`src/rtl/cpu_seq_pkg.sv`:
```
package cpu_seq_pkg;

  localparam int OP_W     = 6;
  localparam int STATE_W  = 4;
  localparam int IR_BYTES = 4;

  typedef enum logic [STATE_W-1:0] {
    ST_FETCH0    = 4'd0,
    ST_FETCH1    = 4'd1,
    ST_FETCH2    = 4'd2,
    ST_FETCH3    = 4'd3,
    ST_DECODE    = 4'd4,
    ST_MEM_ADDR  = 4'd5,
    ST_MEM_READ  = 4'd6,
    ST_MEM_WB    = 4'd7,
    ST_MEM_WRITE = 4'd8,
    ST_R_EXEC    = 4'd9,
    ST_R_WB      = 4'd10,
    ST_BRANCH    = 4'd11,
    ST_JUMP      = 4'd12,
    ST_AI_EXEC   = 4'd13,
    ST_AI_WB     = 4'd14
  } state_e;

  localparam logic [OP_W-1:0] OP_RTYPE = 6'b000000;
  localparam logic [OP_W-1:0] OP_JUMP  = 6'b000010;
  localparam logic [OP_W-1:0] OP_BEQ   = 6'b000100;
  localparam logic [OP_W-1:0] OP_ADDI  = 6'b001000;
  localparam logic [OP_W-1:0] OP_LB    = 6'b100000;
  localparam logic [OP_W-1:0] OP_SB    = 6'b101000;

  localparam logic [1:0] SRCB_REG = 2'b00;
  localparam logic [1:0] SRCB_ONE = 2'b01;
  localparam logic [1:0] SRCB_IMM = 2'b10;
  localparam logic [1:0] SRCB_OFS = 2'b11;

  localparam logic [1:0] ALU_ADD   = 2'b00;
  localparam logic [1:0] ALU_SUB   = 2'b01;
  localparam logic [1:0] ALU_FUNCT = 2'b10;

  localparam logic [1:0] PCS_ALU    = 2'b00;
  localparam logic [1:0] PCS_TARGET = 2'b01;
  localparam logic [1:0] PCS_JUMP   = 2'b10;

  typedef struct packed {
    logic [IR_BYTES-1:0] ir_wr;
    logic                pc_wr;
    logic                br_en;
    logic [1:0]          pc_sel;
    logic                addr_sel;
    logic                mem_rd;
    logic                mem_wr;
    logic                alu_a_sel;
    logic [1:0]          alu_b_sel;
    logic [1:0]          alu_class;
    logic                dst_sel;
    logic                reg_wr;
    logic                wb_sel;
  } ctrl_t;

endpackage

```
`src/rtl/cpu_seq_next.sv`:
```
module cpu_seq_next
  import cpu_seq_pkg::*;
(
  input  state_e          cur,
  input  logic [OP_W-1:0] opcode,
  output state_e          nxt
);

  always_comb begin
    nxt = ST_FETCH0;
    case (cur)
      ST_FETCH0:   nxt = ST_FETCH1;
      ST_FETCH1:   nxt = ST_FETCH2;
      ST_FETCH2:   nxt = ST_FETCH3;
      ST_FETCH3:   nxt = ST_DECODE;
      ST_DECODE: begin
        case (opcode)
          OP_LB, OP_SB: nxt = ST_MEM_ADDR;
          OP_RTYPE:     nxt = ST_R_EXEC;
          OP_BEQ:       nxt = ST_BRANCH;
          OP_JUMP:      nxt = ST_JUMP;
          OP_ADDI:      nxt = ST_AI_EXEC;
          default:      nxt = ST_FETCH0;
        endcase
      end
      ST_MEM_ADDR: nxt = (opcode == OP_SB) ? ST_MEM_WRITE : ST_MEM_READ;
      ST_MEM_READ: nxt = ST_MEM_WB;
      ST_R_EXEC:   nxt = ST_R_WB;
      ST_AI_EXEC:  nxt = ST_AI_WB;
      default:     nxt = ST_FETCH0;
    endcase
  end

endmodule

```
`src/rtl/cpu_seq_decode.sv`:
```
module cpu_seq_decode
  import cpu_seq_pkg::*;
(
  input  logic   rst,
  input  state_e st,
  output ctrl_t  ctrl
);

  logic [IR_BYTES-1:0] byte_hit;

  // One instruction register byte enable per fetch state.
  for (genvar i = 0; i < IR_BYTES; i++) begin : g_byte
    assign byte_hit[i] = (st == state_e'(i));
  end

  ctrl_t raw;

  always_comb begin
    raw = '0;
    case (st)
      ST_FETCH0, ST_FETCH1, ST_FETCH2, ST_FETCH3: begin
        raw.mem_rd    = 1'b1;
        raw.pc_wr     = 1'b1;
        raw.pc_sel    = PCS_ALU;
        raw.alu_b_sel = SRCB_ONE;
        raw.alu_class = ALU_ADD;
      end
      ST_DECODE: begin
        raw.alu_b_sel = SRCB_OFS;
        raw.alu_class = ALU_ADD;
      end
      ST_MEM_ADDR, ST_AI_EXEC: begin
        raw.alu_a_sel = 1'b1;
        raw.alu_b_sel = SRCB_IMM;
        raw.alu_class = ALU_ADD;
      end
      ST_MEM_READ: begin
        raw.mem_rd   = 1'b1;
        raw.addr_sel = 1'b1;
      end
      ST_MEM_WB: begin
        raw.reg_wr = 1'b1;
        raw.wb_sel = 1'b1;
      end
      ST_MEM_WRITE: begin
        raw.mem_wr   = 1'b1;
        raw.addr_sel = 1'b1;
      end
      ST_R_EXEC: begin
        raw.alu_a_sel = 1'b1;
        raw.alu_b_sel = SRCB_REG;
        raw.alu_class = ALU_FUNCT;
      end
      ST_R_WB: begin
        raw.reg_wr  = 1'b1;
        raw.dst_sel = 1'b1;
      end
      ST_BRANCH: begin
        raw.alu_a_sel = 1'b1;
        raw.alu_b_sel = SRCB_REG;
        raw.alu_class = ALU_SUB;
        raw.br_en     = 1'b1;
        raw.pc_sel    = PCS_TARGET;
      end
      ST_JUMP: begin
        raw.pc_wr  = 1'b1;
        raw.pc_sel = PCS_JUMP;
      end
      ST_AI_WB: begin
        raw.reg_wr = 1'b1;
      end
      default: raw = '0;
    endcase
    raw.ir_wr = byte_hit;
  end

  assign ctrl = rst ? '0 : raw;

endmodule

```
`src/rtl/cpu_seq_ctrl.sv`:
```
module cpu_seq_ctrl
  import cpu_seq_pkg::*;
(
  input  logic       clk,
  input  logic       rst,
  input  logic [5:0] opcode,
  output logic [3:0] ir_wr,
  output logic       pc_wr,
  output logic       br_en,
  output logic [1:0] pc_sel,
  output logic       addr_sel,
  output logic       mem_rd,
  output logic       mem_wr,
  output logic       alu_a_sel,
  output logic [1:0] alu_b_sel,
  output logic [1:0] alu_class,
  output logic       dst_sel,
  output logic       reg_wr,
  output logic       wb_sel
);

  state_e state;
  state_e state_nxt;
  ctrl_t  ctrl;

  cpu_seq_next u_next (
    .cur    (state),
    .opcode (opcode),
    .nxt    (state_nxt)
  );

  cpu_seq_decode u_dec (
    .rst  (rst),
    .st   (state),
    .ctrl (ctrl)
  );

  always_ff @(posedge clk) begin
    if (rst) state <= ST_FETCH0;
    else     state <= state_nxt;
  end

  assign ir_wr     = ctrl.ir_wr;
  assign pc_wr     = ctrl.pc_wr;
  assign br_en     = ctrl.br_en;
  assign pc_sel    = ctrl.pc_sel;
  assign addr_sel  = ctrl.addr_sel;
  assign mem_rd    = ctrl.mem_rd;
  assign mem_wr    = ctrl.mem_wr;
  assign alu_a_sel = ctrl.alu_a_sel;
  assign alu_b_sel = ctrl.alu_b_sel;
  assign alu_class = ctrl.alu_class;
  assign dst_sel   = ctrl.dst_sel;
  assign reg_wr    = ctrl.reg_wr;
  assign wb_sel    = ctrl.wb_sel;

  // reset silences every enable in the same cycle
  always_comb begin
    if (rst) begin
      p_reset_quiet_r1: assert (ir_wr == '0 && !pc_wr && !reg_wr && !mem_wr && !mem_rd && !br_en)
        else $error("p_reset_quiet_r1");
    end
  end

  p_fetch_step_r2: assert property (@(posedge clk) disable iff (rst)
    (state == ST_FETCH0 || state == ST_FETCH1 || state == ST_FETCH2)
      |=> (4'(state) == 4'($past(state)) + 4'd1))
    else $error("p_fetch_step_r2");

  p_fetch_to_decode_r3: assert property (@(posedge clk) disable iff (rst)
    (state == ST_FETCH3) |=> (state == ST_DECODE))
    else $error("p_fetch_to_decode_r3");

  p_load_chain_r5: assert property (@(posedge clk) disable iff (rst)
    (state == ST_MEM_READ) |=> (state == ST_MEM_WB))
    else $error("p_load_chain_r5");

  p_undef_return_r11: assert property (@(posedge clk) disable iff (rst)
    (state == ST_DECODE && opcode != OP_LB && opcode != OP_SB && opcode != OP_RTYPE &&
     opcode != OP_BEQ && opcode != OP_JUMP && opcode != OP_ADDI) |=> (state == ST_FETCH0))
    else $error("p_undef_return_r11");

  p_mem_excl_r12: assert property (@(posedge clk) disable iff (rst)
    !(mem_rd && mem_wr))
    else $error("p_mem_excl_r12");

  p_ir_onehot_r12: assert property (@(posedge clk) disable iff (rst)
    $onehot0(ir_wr))
    else $error("p_ir_onehot_r12");

endmodule

```
`config.mk`:
```
export PLATFORM = sky130hd
export DESIGN_NAME = cpu_seq_ctrl
export DESIGN_NICKNAME = d
export VERILOG_FILES = /design/src/rtl/cpu_seq_pkg.sv /design/src/rtl/cpu_seq_next.sv /design/src/rtl/cpu_seq_decode.sv /design/src/rtl/cpu_seq_ctrl.sv
export SDC_FILE = /design/constraint.sdc
export NUM_CORES = 1
export LEC_CHECK = 0
export BUFFER_PORTS_ARGS = -buffer_cell sky130_fd_sc_hd__clkbuf_2
export CORE_UTILIZATION = 34
export DETAILED_ROUTE_END_ITERATION = 7
export PLACE_DENSITY_LB_ADDON = 0.1
export SLEW_MARGIN = 20
export SYNTH_ARGS = -nofsm -noshare
export SYNTH_HDL_FRONTEND = slang
export SYNTH_HIERARCHICAL = 1
export SYNTH_SLANG_ARGS = --single-unit
```
`constraint.sdc`:
```
create_clock -name clk -period 1.9 [get_ports clk]
set_clock_uncertainty 0.15 [all_clocks]
set_input_delay 0.38 -clock clk [delete_from_list [all_inputs] [get_ports clk]]
set_output_delay 0.38 -clock clk [all_outputs]
set_load 0.005 [all_outputs]
```
======== Yosys cells after proc, flatten, opt, wreduce, memory -nomap -nowiden ========
Index checks and enable logic that the tools add are counted.
storage, ports and cells
  register bits after elaboration ......... 4
  bits in latches ......................... 0
  memory bits (writable) .................. 0
  memory bits (read-only) ................. 0
  input port bits ......................... 8
  output and inout bits ................... 19
  word-level logic and storage cells ...... 45
  memories ................................ 0
operators by class
  add/sub/neg operators ................... 0
  multipliers ............................. 0
  divide/modulo/power cells ............... 0
  $lt $le $gt $ge ......................... 0
  equality and inequality tests ........... 19
  shift-type cells ........................ 0
  mux-type cells .......................... 15
  bitwise gates (word level) .............. 0
  reduce and logical (&&, ||, !) cells .... 10
operators with widths
  operator                                              number
  one-hot mux 4 bit (5 select lines)                    2
  one-hot mux 4 bit (9 select lines)                    1
  equality test 4 bit (second input constant)           7
  two-way mux 19 bit                                    1
  equality test 4 x 3 -> 1 bit (second input constant)  4
  equality test 6 bit (second input constant)           2
  OR reduction 5 bit                                    2
  two-way mux 1 bit                                     9
  equality test 4 x 2 -> 1 bit (second input constant)  2
  OR reduction 4 bit                                    2
  equality test 6 x 2 -> 1 bit (second input constant)  1
  equality test 6 x 3 -> 1 bit (second input constant)  1
  equality test 6 x 4 -> 1 bit (second input constant)  1
  zero test 6 bit                                       1
  OR reduction 2 bit                                    3
  equality test 4 x 1 -> 1 bit (second input constant)  1
  zero test 4 bit                                       1
  two-way mux 4 bit                                     1
  one-hot mux 2 bit (2 select lines)                    1
  OR reduction 3 bit                                    1

======== Logic depth before layout (Yosys ltp) ========
  depth after elaboration ................. 4
  gate-level depth with buffers ........... 4
  depth with buffers taken out ............ 4

======== By module ========
Netlist, hierarchy kept.
by module, submodules not included
  module          instances  cells each  area each (um^2)
  cpu_seq_decode  1          40          280.3
  cpu_seq_next    1          24          176.4
  cpu_seq_ctrl    1          8           105.1

======== Worst setup path after synthesis ========
Ideal clock, no wire load.
  path type ............................... register to register
  start point ............................. register state[2]
  end point ............................... register state[2]
  setup time .............................. 0.065 ns
  arrival time ............................ 1.383 ns
  data required time ...................... 1.685 ns
  path slack .............................. 0.302 ns
  stages on the path, launching flop included .. 5
  clock period less this slack ............ 1.598 ns
  cells stage by stage .................... dfxtp_1 inv_1 or4_4 o311ai_2 nor2b_1
between the ends
  cells in the longest elaborated chain, start to end .. 2
  elaborated cells between the ends (all ways) .. 10
  classes of those cells .................. eq/ne: 8; mux: 1; reduce/logical: 1
ends and longest elaborated chain
  item                                         line                RTL
  start: declaration                           cpu_seq_ctrl.sv:22  state_e state;
  start signal: assignment                     cpu_seq_ctrl.sv:40  else state <= state_nxt;
  equality test 4 bit (tied with other cells)  cpu_seq_next.sv:11  case (cur)
  one-hot mux 4 bit (9 select lines) (*)       cpu_seq_next.sv:11
  named net state_nxt[2]                       cpu_seq_ctrl.sv:23  state_e state_nxt;
The timed path passes the listed nets; every way through them passes the cells marked *.
A chain may end at the register's enable or synchronous reset.

======== Worst setup path in the final report ========
  start point ............................. register state[3]
  end point ............................... output port addr_sel
between the ends
  cells in the longest elaborated chain, start to end .. 4
  elaborated cells between the ends (all ways) .. 5
  classes of those cells .................. eq/ne: 2; mux: 2; reduce/logical: 1
ends and longest elaborated chain
  item                                                                 line                  RTL
  equality test 4 x 3 -> 1 bit or equality test 4 bit (tied branches)  cpu_seq_decode.sv:20  case (st)
  OR reduction 2 bit (no line) (*)                                     --
  two-way mux 1 bit (*)                                                cpu_seq_decode.sv:20
  two-way mux 19 bit (*)                                               cpu_seq_decode.sv:77  assign ctrl = rst ? '0 : raw;
  end: declaration                                                     cpu_seq_ctrl.sv:11    output logic addr_sel,
Every way passes the cells marked *; elsewhere a longest branch is shown, timed or not.

==> metrics.yaml <==
tritoncts: "done"
syn_nets: 80
dp_hpwl_mm: 1.06
max_freq_mhz: 538
drt-total-wl_mm: 1.39
fin_nets: 118
tns_ns: 0
grt_pass1_wl_mm: 2.30
clk_pin_slew_ns: 0.04
critPathBufInv: 1
timing.slew.headroom: 0.833
htree_levels: 1
intPower_uw: 211
ant_nets: 0
outcome: "finished, final reports clean"
routed_via_density: 5.02
max-clock-path-buffers: 2
gr-total-overflow: 0
cp-end-kind: "output pin"
seq_area_frac_synth: 0.143
slew_violations: 0
area_delta_synth_final_pct: 44.5
wl_per_cell_um: 11.2
combPwrFrac: 0.350
final_common_cell: "clkbuf_2"
grt_max_degree: 10
fillers: 163
path_cells: "or3b_4 -> a211oi_2 -> buf_2"
drc: 0
dr.first_iter.drc_count: 8
largest_reg_flops: 4
design_area_um2: 812
finalHoldViolCount: 0
swShare: 0.315
wl_met3_um: 57
crit_type: "flop to output pin"
slowest_stage: "or3b_4"
fp.dieH_um: 42.7
drt-met1-wl_um: 724
cap_violations: 0
crit_family: "simple AND/OR/NAND/NOR gates"
placed_cell_area_um2: 763
clkPwrFrac: 0.336
fin_crit_sh: 0.978
ir_drop_v: 0.000353
async_flop_share: 0
antenna_found_initial: 0
p_switching_uw: 97.0
drt_first_pass_iters: 3
top_layer: "met3"
cts_root_buf: "clkbuf_4"
tightest_slew_ns: 0.247
slowest_delay_ns: 0.39
start_util: 0.369
fin_util: 0.533
dr_wl_met2_um: 611
die_x_um: 42.7
finalCriticalPeriod_ns: 1.86
synth_edf_count: 0
globalplace.congestion: 0.757
io_buffers: 26
cts_hold_buf: 0
pwr-share-seq: 0.314
setup_viol: 0
required_ns: 1.37
antenna_cells: 0
reg_top3: "state x4"
min_path_type: "input pin to flop"
rsz0062_at_grt: "true"
grt_pass1_vias: 525
vias: 622
synth_cell_types: 36
critPathMaxFanout: 8
dieArea_mm2: 0.00182
drive_above_1_share: 0.556
avgSynthCellArea_um2: 7.80
power_density_mw_per_mm2: 379
cp.arrival_ns: 1.33
rows: 14
grt_usage: 0.156
mostFrequentLayoutCells: "clkbuf_2 (25), buf_4 (12), nor2b_1 (7)"
synth_cells: 72
regMostFlops: "state"
io_pins: 27
coreArea_mm2: 0.00152
synth_ff_type: "dfxtp_1"
cp-start-kind: "flop"
fin_cells: 124
syn_area_um2: 562
worst_skew_pair.late_latency_ns: 0.23
synth-seq-cells: 4
power_leakage_nw: 0.390
ys_warn_count: 6
dp_cells: 120
clock_sinks: 4
cts_made_buffers: 3
## power groups by stage
stage          combinational (mW)  sequential [mW]  clock (mW)
5_1_grt                     0.120           0.0978       0.113
2_1_floorplan              0.0607           0.0967           0
3_3_place_gp                0.106           0.0998           0
3_5_place_dp                0.107            0.100           0
6_report                    0.108           0.0967       0.103
4_1_cts                     0.107           0.0995       0.109
## synthesized netlist by cell type, types with 2 or more instances
cell,number,area share
dfxtp_1,4,0.14
nor2_2,5,0.056
o21a_1,2,0.027
o211a_1,2,0.036
buf_2,4,0.036
a31oi_1,2,0.022
nor3_2,2,0.036
nor3_1,2,0.018
nor2_1,6,0.040
nor2b_1,7,0.078
nor4b_1,2,0.031
or3b_1,2,0.031
nand2b_1,3,0.033
o21ai_0,2,0.018
a211oi_1,2,0.027
inv_1,4,0.027
or3_1,2,0.022
## per-stage QoR
step / total power, mW / hold slack [ns] / worst slack [ns]
floorplan: 0.157 / 0.302 / 0.302
global placement: 0.206 / 0.581 / 0.0850
detailed placement: 0.207 / 0.590 / 0.0738
CTS: 0.316 / 0.343 / 0.00594
global route: 0.331 / 0.374 / -0.0187
finish: 0.308 / 0.351 / 0.0423
## layout make-up
class	count	area, µm²	area share
multi-input combinational	59	445	0.549
tap	16	20.0	0.0247
sequential	4	88.8	0.109
inverter	4	15.0	0.0185
clock buffer	3	22.5	0.0277
timing repair buffer	38	220	0.271
## final timing paths
check	startpoint	slack [ns]	end	cells after the start
worst max-delay path	state[3]	0.04	addr_sel	3
worst min-delay path	rst	0.35	state[3]	3
worst max register to register	state[3]	0.22	state[2]	4
worst min register to register	state[2]	0.51	state[0]	2
## what timing repair did
action	in CTS	in global routing
buffers inserted	0	1
gates resized for setup	4	5
setup endpoints to repair	8	3
endpoints found under the hold margin	0	0
## kinds of logic after synthesis
group	share of synthesized area
adders and majority gates	0.0178
xor gates and xnor gates	0.0312
and+or+nand+nor	0.512
buffers and inverters	0.0824
DFF	0.143
AOI/OAI and AO/OA	0.214
## worst min-delay path: cells and delay by family
kind / cells / cell delay [ns]
buf+inv: 2 / 0.27
simple gates: 1 / 0.04
## layer usage
layer,up-vias,track usage
met5,-,0
met4,0,0.0375
met3,0,0.0128
met2,18,0.248
met1,270,0.226
li1,334,-
No activity file was read; power rests on OpenSTA's default activity.
